<file path="config.mk">
export PLATFORM = sky130hd
export DESIGN_NAME = ecc_syndrome_corrector
export DESIGN_NICKNAME = d
export VERILOG_FILES = /design/src/rtl/ecc_syn_pkg.sv /design/src/rtl/ecc_syn_classify.sv /design/src/rtl/ecc_syn_locate.sv /design/src/rtl/ecc_syn_flip.sv /design/src/rtl/ecc_syndrome_corrector.sv
export SDC_FILE = /design/constraint.sdc
export NUM_CORES = 1
export LEC_CHECK = 0
export ABC_AREA = 1
export BUFFER_PORTS_ARGS = -buffer_cell sky130_fd_sc_hd__buf_2
export CORE_MARGIN = 4
export CORE_UTILIZATION = 35
export DETAILED_ROUTE_END_ITERATION = 8
export PLACE_DENSITY_LB_ADDON = 0.25
export SLEW_MARGIN = 40
export SYNTH_ARGS = -nofsm -noshare
export SYNTH_HDL_FRONTEND = slang
export SYNTH_SLANG_ARGS = --single-unit
export TNS_END_PERCENT = 100
</file>
<file path="constraint.sdc">
create_clock -name clk -period 1.2 [get_ports clk]
set_input_delay 0.12 -clock clk [delete_from_list [all_inputs] [get_ports clk]]
set_output_delay 0.12 -clock clk [all_outputs]
set_load 0.005 [all_outputs]
</file>
<file path="src/rtl/ecc_syn_pkg.sv">
package ecc_syn_pkg;
    localparam int BYTE_W   = 8;
    localparam int N_BYTES  = 3;
    localparam int CODE_W   = BYTE_W * N_BYTES;
    localparam int ADDR_W   = 8;
    localparam int BITSEL_W = 3;
    localparam int PAIRS    = BYTE_W / 2;
    localparam int CNT_W    = $clog2(CODE_W + 1);

    typedef enum logic [1:0] {
        VERDICT_CLEAN    = 2'd0,
        VERDICT_DATA_FIX = 2'd1,
        VERDICT_CODE_BAD = 2'd2,
        VERDICT_FATAL    = 2'd3
    } verdict_t;

    typedef enum logic {
        CTL_WAIT  = 1'b0,
        CTL_REPLY = 1'b1
    } ctl_state_t;
endpackage

</file>
<file path="src/rtl/ecc_syn_classify.sv">
module ecc_syn_classify
    import ecc_syn_pkg::*;
(
    input  logic [CODE_W-1:0] calc_code,
    input  logic [CODE_W-1:0] kept_code,
    output logic [CODE_W-1:0] synd,
    output logic              pairs_ok,
    output logic              lone_bit,
    output logic              any_bit
);
    logic [N_BYTES*PAIRS-1:0] pair_diff;
    logic [CNT_W-1:0]         ones;

    assign synd = calc_code ^ kept_code;

    // Each complementary pair must disagree; the lowest pair of the last byte is free.
    for (genvar b = 0; b < N_BYTES; b++) begin : g_byte
        for (genvar p = 0; p < PAIRS; p++) begin : g_pair
            if (b == N_BYTES - 1 && p == 0) begin : g_free
                assign pair_diff[b*PAIRS+p] = 1'b1;
            end else begin : g_tied
                assign pair_diff[b*PAIRS+p] = synd[b*BYTE_W+2*p+1] ^ synd[b*BYTE_W+2*p];
            end
        end
    end

    assign pairs_ok = &pair_diff;

    always_comb begin
        ones = '0;
        for (int i = 0; i < CODE_W; i++) begin
            ones = ones + CNT_W'(synd[i]);
        end
    end

    assign lone_bit = (ones == CNT_W'(1));
    assign any_bit  = |synd;
endmodule

</file>
<file path="src/rtl/ecc_syn_locate.sv">
module ecc_syn_locate
    import ecc_syn_pkg::*;
(
    input  logic [CODE_W-1:0]   synd,
    output logic [ADDR_W-1:0]   byte_pos,
    output logic [BITSEL_W-1:0] bit_pos
);
    localparam int HALF = ADDR_W / 2;

    // Odd bits of the first two bytes give the byte offset, high byte first.
    for (genvar k = 0; k < HALF; k++) begin : g_addr
        assign byte_pos[HALF+k] = synd[2*k+1];
        assign byte_pos[k]      = synd[BYTE_W+2*k+1];
    end

    // Odd bits 3, 5, 7 of the last byte give the bit number.
    for (genvar k = 0; k < BITSEL_W; k++) begin : g_bit
        assign bit_pos[k] = synd[2*BYTE_W+2*k+3];
    end
endmodule

</file>
<file path="src/rtl/ecc_syn_flip.sv">
module ecc_syn_flip
    import ecc_syn_pkg::*;
(
    input  logic                enable,
    input  logic [BITSEL_W-1:0] bit_pos,
    input  logic [BYTE_W-1:0]   byte_in,
    output logic [BYTE_W-1:0]   byte_out
);
    logic [BYTE_W-1:0] mask;

    for (genvar i = 0; i < BYTE_W; i++) begin : g_mask
        assign mask[i] = enable && (bit_pos == BITSEL_W'(i));
    end

    assign byte_out = byte_in ^ mask;
endmodule

</file>
<file path="src/rtl/ecc_syndrome_corrector.sv">
module ecc_syndrome_corrector
    import ecc_syn_pkg::*;
(
    input  logic                clk,
    input  logic                rst_n,
    input  logic                req,
    input  logic [CODE_W-1:0]   ecc_calc,
    input  logic [CODE_W-1:0]   ecc_stored,
    output logic                rsp_valid,
    output logic [1:0]          status,
    output logic [ADDR_W-1:0]   err_addr,
    output logic [BITSEL_W-1:0] err_bit,
    output logic [CODE_W-1:0]   code_out,
    input  logic [BYTE_W-1:0]   fix_in,
    output logic [BYTE_W-1:0]   fix_out
);
    ctl_state_t state_q, state_d;

    logic [CODE_W-1:0]   synd;
    logic                pairs_ok, lone_bit, any_bit;
    logic [ADDR_W-1:0]   loc_addr;
    logic [BITSEL_W-1:0] loc_bit;
    verdict_t            verdict_d, verdict_q;

    ecc_syn_classify u_class (
        .calc_code (ecc_calc),
        .kept_code (ecc_stored),
        .synd      (synd),
        .pairs_ok  (pairs_ok),
        .lone_bit  (lone_bit),
        .any_bit   (any_bit)
    );

    ecc_syn_locate u_loc (
        .synd     (synd),
        .byte_pos (loc_addr),
        .bit_pos  (loc_bit)
    );

    always_comb begin
        if (!any_bit)      verdict_d = VERDICT_CLEAN;
        else if (pairs_ok) verdict_d = VERDICT_DATA_FIX;
        else if (lone_bit) verdict_d = VERDICT_CODE_BAD;
        else               verdict_d = VERDICT_FATAL;
    end

    // Controller: WAIT -> REPLY on request, REPLY -> WAIT without one.
    always_comb begin
        state_d = state_q;
        unique case (state_q)
            CTL_WAIT:  state_d = req ? CTL_REPLY : CTL_WAIT;
            CTL_REPLY: state_d = req ? CTL_REPLY : CTL_WAIT;
            default:   state_d = CTL_WAIT;
        endcase
    end

    always_ff @(posedge clk or negedge rst_n) begin
        if (!rst_n) state_q <= CTL_WAIT;
        else        state_q <= state_d;
    end

    // Result registers load only on a request.
    always_ff @(posedge clk or negedge rst_n) begin
        if (!rst_n) begin
            verdict_q <= VERDICT_CLEAN;
            err_addr  <= '0;
            err_bit   <= '0;
            code_out  <= '0;
        end else if (req) begin
            verdict_q <= verdict_d;
            err_addr  <= (verdict_d == VERDICT_DATA_FIX) ? loc_addr : '0;
            err_bit   <= (verdict_d == VERDICT_DATA_FIX) ? loc_bit  : '0;
            code_out  <= (verdict_d == VERDICT_CODE_BAD) ? ecc_calc : ecc_stored;
        end
    end

    assign rsp_valid = (state_q == CTL_REPLY);
    assign status    = verdict_q;

    ecc_syn_flip u_flip (
        .enable   (verdict_q == VERDICT_DATA_FIX),
        .bit_pos  (err_bit),
        .byte_in  (fix_in),
        .byte_out (fix_out)
    );
endmodule


</file>
Word level (Yosys, flattened, before mapping). Cells that the tools add are included.

Output and inout port bits: 46. Bits in registers: 38. Input bits: 59. Logic and storage cells: 70.

Equality and inequality tests: 11. Reductions and logical operators: 11. Bitwise logic cells: 13. $add $sub $neg: 23. Mux-type cells: 7.

Operators by type and width (number): 5-bit by 1-bit adder with 5-bit output (22); 24-bit 2-to-1 mux (1); 24-bit OR reduction (1); 24-bit bitwise XOR (1); 3-bit equality test (second input constant) (4); 11-bit AND reduction (1); 1-bit bitwise XOR (11); 1-bit logical AND (8); 8-bit 2-to-1 mux (1); 8-bit bitwise XOR (1); 3-bit by 2-bit equality test with 1-bit output (second input constant) (2); 5-bit by 1-bit equality test with 1-bit output (second input constant) (1); 2-bit by 1-bit equality test with 1-bit output (second input constant) (2); 2-bit 2-to-1 mux (2); 3-bit by 1-bit equality test with 1-bit output (second input constant) (1); 3-bit logical NOT (1); 3-bit 2-to-1 mux (1); 1-bit by 1-bit adder with 2-bit output (1); 2-bit equality test (second input constant) (1); 1-bit 2-to-1 mux (2).

Longest topological paths before layout.
Depth in word-level cells: 30. Depth in mapped cells: 27.

Cells and area by module. A second synthesis with hierarchy kept.

Cell total of the unflattened synthesis: 461. Area, all modules: 3364.5 sq um.

By module, submodules not included: ecc_syndrome_corrector (times used 1, seq. area each 950.9 sq um, area each 2001.9 sq um, cells an instance 269); ecc_syn_classify (times used 1, seq. area each 0.0 sq um, area each 1076.0 sq um, cells an instance 137); ecc_syn_flip (times used 1, seq. area each 0.0 sq um, area each 203.9 sq um, cells an instance 44); ecc_syn_locate (times used 1, seq. area each 0.0 sq um, area each 82.6 sq um, cells an instance 11).

Worst setup path after synthesis. No wires, ideal clock.

Path type: input to register. From: in ecc_stored[1]. To: reg code_out[16]. Buffers on the path: 1. Setup time: 115 ps. Setup slack: -3836 ps. Stages on the path: 23. Required time: 1085 ps. Arrival time: 4921 ps. Cell sequence: xnor2_1 -> inv_1 -> ha_1 -> inv_1 -> fa_1 -> fa_1 -> fa_1 -> fa_1 -> inv_1 -> fa_1 -> inv_1 -> fa_1 -> inv_2 -> fa_1 -> nor2_1 -> nand2_1 -> nor2_2 -> nand2_2 -> nor2_8 -> buf_2 -> nand3_1 -> nand3_2 -> nand2_2.

Cells in the longest elaborated chain, start to end: 30. Elaborated cells between the ends (all ways): 33.

Ends and longest elaborated chain: start, declared (RTL line ecc_syndrome_corrector.sv:8) `input logic [CODE_W-1:0] ecc_stored,`; 24-bit bitwise XOR (*) (RTL line ecc_syn_classify.sv:14) `assign synd = calc_code ^ kept_code;`; 1-bit by 1-bit adder with 2-bit output (RTL line ecc_syn_classify.sv:32) `ones = ones + CNT_W'(synd[i]);`; 5-bit by 1-bit adder with 5-bit output (22 in series) (RTL line ecc_syn_classify.sv:32); 5-bit by 1-bit equality test with 1-bit output (RTL line ecc_syn_classify.sv:36) `assign lone_bit = (ones == CNT_W'(1));`; 1-bit 2-to-1 mux (RTL line ecc_syndrome_corrector.sv:43) `else if (lone_bit) verdict_d = VERDICT_CODE_BAD;`; 2-bit 2-to-1 mux (RTL line ecc_syndrome_corrector.sv:42) `else if (pairs_ok) verdict_d = VERDICT_DATA_FIX;`; 2-bit 2-to-1 mux (*) (RTL line ecc_syndrome_corrector.sv:41) `if (!any_bit) verdict_d = VERDICT_CLEAN;`; 2-bit equality test (*) (RTL line ecc_syndrome_corrector.sv:73) `code_out <= (verdict_d == VERDICT_CODE_BAD) ? ecc_calc : ecc_stored;`; 24-bit 2-to-1 mux (*) (RTL line ecc_syndrome_corrector.sv:73); end signal, assigned (RTL line ecc_syndrome_corrector.sv:73); end, declared (RTL line ecc_syndrome_corrector.sv:13) `output logic [CODE_W-1:0] code_out,`.

Every way passes the cells marked *; elsewhere a longest branch is shown, timed or not. A chain may end at the register's enable or synchronous reset.

Worst setup path in the final report.
From: in ecc_stored[0]. To: reg code_out[16].

Same word-level chain as after synthesis.

==> results.cfg <==
[timing]
timing.final.crit_period_ns = 4.802
final.setup.worst_slack_ns = -3.602
finalCritPeriodShare_pct = 400.2
hold_ws_ns = 0.1601
final-setup-viol-count = 45
tightest_slew_margin_relative_to_the_limit_pct = 77.01
achievable-frequency_mhz = 208.2
worst_slew_pin_slew_ns = 0.3432
rsz0062_at_grt = yes
hold_violations = 0
max_slew_violation_count = 0
clock_skew_ns = 0

[floorplan]
dieArea_um2 = 11490
die_h_um = 107.2
die_width_um = 107.2
placementRows = 35
floorplan.core_area_um2 = 9415
io-pin-count = 105
start_util_pct = 36.57

[power]
p_comb_share_pct = 76.9
switching_power_mw = 5.920
clock_power_share_pct = 7.8
vdd_drop_max_uv = 1293
power_frac_seq_pct = 15.3
power_report.internal_total_mw = 6.810
power_switching_share_pct = 46.50
pwr_density_cell_nw_per_um2 = 2456
leakagePower_nw = 2.793

[placement]
placement.cell_area_um2 = 4691
gp_congestion = 0.8972
dp.cells = 685
placement.setup.worst_slack_ns = -3.930
place.port_buffers = 104
dp.final_hpwl_um = 7528

[logic_synthesis]
synth_sequential_area_ratio_pct = 27.62
yosys-top-cells-area = dfrtp_1 (28%), fa_1 (9.9%), nand2_1 (9.6%)
post_synth_num_cell_types = 29
yosys-top-cells-count = nand2_1 (88), inv_1 (85), dfrtp_1 (38), nand3_1 (29)
post_synth_top_area_share_pct = 27.62
ys.flop_type = dfrtp_1
synth_most_common_cell = nand2_1
netlist_area_um2 = 3443
synth_top_cell_by_area = dfrtp_1
number_of_standard_cells_after_synthesis = 412
async_reset_ff_share_pct = 100.0
post_synth.cell_area_avg_um2 = 8.358
synth_seq_cells = 38
synthesis.nets = 506
ys_warn_count = 0
synth_enable_flop_cells = 0

[final_layout]
area_added_between_synthesis_and_finish_pct = 50.55
stdcell_count = 705
finish.net_count = 669
fillers = 872
number_of_diodes_added_for_antenna_fixing = 0
final_area_um2 = 5184
drive_above_1_share_pct = 50.69

[grt]
gr-usage-met1_pct = 21.61
grt_max_degree = 39
grt_use_total_pct = 17.26
grt_antenna_before_repair = 0
globalRouteMet3Util_pct = 3.251
met2_usage_pct = 30.70
gr-max-usage-layer = met2
via_count_of_the_first_global_routing_pass = 3254
wire_length_of_the_first_global_routing_pass_um = 15700
globalRoute.totalOverflow = 0

[clock_tree]
clock_tree.htree_level_count = 2
clk_root_buffer_cell = clkbuf_8
max-clock-path-buffers = 2
cts_tree = yes
cts_inserted_buffers = 5
clock_network_latency_to_the_later_pin_of_the_worst_skew_pair_ns = 0.30
cts.sink_count = 38
cts.clk_slew.worst_paths_ns = 0.09

[critical_path]
timing.critical_path.to_type = register
worstSetupStartpointType = input port
rr_worst_depth = 4
r2r_slack_ns = 0.33
timing.critical_path.slowest_stage_cell = fa_1
path_max_fanout = 10
timing.critical_path.slowest_cell_delay_ns = 0.51
critical_path.most_common_cell = fa_1
cp_data_required_time_ns = 1.44
timing.setup.critical_path_class = input port to register
worst_ep_arrival_time_ns = 5.05
endpoint_of_the_worst_slack_reg_to_reg_timing_path = err_bit[1]$_DFFE_PN0P_
reg2reg_from = err_bit[1]$_DFFE_PN0P_

[worst_hold_path]
min-delay-path-class = input port to register
worstHoldStart = ecc_stored[1]
whs_path_depth = 5
capture_endpoint_of_the_worst_hold_path = code_out[1]$_DFFE_PN0P_

[drt]
route.detailed.drc = 0
antenna_violating_nets_post_route = 0
drt_wl_total_um = 9724
drtPass1Iterations = 4
vias_per_cell = 4.362
wl_per_cell_um = 13.79
dr_total_vias = 3075
number_of_drc_violations_after_detailed_routing_iteration_0 = 71

[run_status]
violations = negative setup slack
status = finished with violations

[run]
maxCapViolCount = 0
==> power groups by stage <==
| stage | combinational [mW] | sequential [mW] | clock [mW] |
|---|---|---|---|
| after detailed placement | 8.92 | 1.95 | 0 |
| after global routing | 10.8 | 2.00 | 1.07 |
| final | 9.79 | 1.94 | 0.991 |
| after global placement | 8.59 | 1.96 | 0 |
| after CTS | 9.20 | 1.95 | 1.02 |
| after floorplan | 6.07 | 1.99 | 0 |
==> what timing repair did <==
| action | CTS | global route |
|---|---|---|
| setup endpoints to repair | 45 | 45 |
| hold buffers | 1 | 0 |
| pin swaps | 16 | 14 |
| cloned | 0 | 1 |
| gates resized for setup | 49 | 18 |
| buffers inserted | 5 | 5 |
| hold endpoints to repair | 38 | 0 |
==> critical path, delay by kind of cell <==
family | cells | cell delay [ns]
adders and majority gates | 8 | 3.37
xor gates and xnor gates | 1 | 0.17
and+or+nand+nor | 9 | 0.82
buffers and inverters | 7 | 0.55
==> metrics by stage <==
stage / util (%) / setup TNS, ns / power (mW)
CTS: 53.38 / -93.55 / 12.17
detailed placement: 49.82 / -105.24 / 10.88
finish: 55.06 / -95.59 / 12.73
global placement: 49.82 / -103.24 / 10.55
global route: 55.06 / -101.14 / 13.92
floorplan: - / -90.39 / 8.060
==> flip-flops by register name, summed over array words and instances (netlist names) <==
name and count:
code_out 24, err_addr 8, err_bit 3, status 2, rsp_valid 1
==> worst max-delay path by stage <==
stage,start,end,slack (ns),depth (start not counted)
2_1_floorplan,ecc_stored[1],code_out[16]$_DFFE_PN0P_,-3.60,24
3_3_place_gp,ecc_stored[1],code_out[2]$_DFFE_PN0P_,-3.87,25
3_5_place_dp,ecc_stored[1],code_out[0]$_DFFE_PN0P_,-3.93,25
4_1_cts,ecc_stored[0],code_out[2]$_DFFE_PN0P_,-3.56,25
5_1_grt,ecc_stored[0],code_out[14]$_DFFE_PN0P_,-3.75,25
6_report,ecc_stored[0],code_out[16]$_DFFE_PN0P_,-3.60,25
==> metal layers <==
metal / share of wire (%) / wire, um / up-vias
met5: 0 / 0 / -
met4: 1.2 / 121 / 0
met3: 5.4 / 528 / 10
met2: 51 / 4975 / 79
met1: 42 / 4099 / 1426
li1: - / - / 1560
==> final cells by class <==
cell class	instances	area (um^2)	share of cell area [%]
sequential	38	950.9	18.34
inverter	86	325.3	6.276
clock buffer	6	82.58	1.593
tap	129	161.4	3.114
clock inverter	2	12.51	0.2414
multi-input combinational	273	2474	47.72
timing repair buffer	171	1177	22.71
==> kinds of logic (layout without fill, tap and decap cells) <==
kind of cell               Yosys count  in the layout  synth area share [%]
AOI/OAI and AO/OA                   13             13                 1.962
xor gates and xnor gates            31             31                 8.103
adders and majority gates           35             35                 16.42
buffers and inverters              101            265                 12.57
DFF                                 38             38                 27.62
and+or+nand+nor                    194            194                 33.32
==> placed cells by master, fill, tap and decap left out, drive strengths merged <==
| cell | Yosys | routed |
|---|---|---|
| dlygate4sd3 | 0 | 1 |
| nand4 | 4 | 4 |
| fa | 17 | 17 |
| o21ai | 11 | 11 |
| ha | 18 | 18 |
| clkbuf | 3 | 7 |
| clkinvlp | 0 | 1 |
| o22ai | 2 | 2 |
| inv | 86 | 86 |
| xnor2 | 21 | 21 |
| buf | 12 | 169 |
| nor2 | 19 | 19 |
| dfrtp | 38 | 38 |
| clkinv | 0 | 1 |
| or2 | 7 | 7 |
| nand3 | 51 | 51 |
| nor3b | 1 | 1 |
| xor2 | 10 | 10 |
| nand2 | 112 | 112 |
Power figures use the tool's default switching activity.
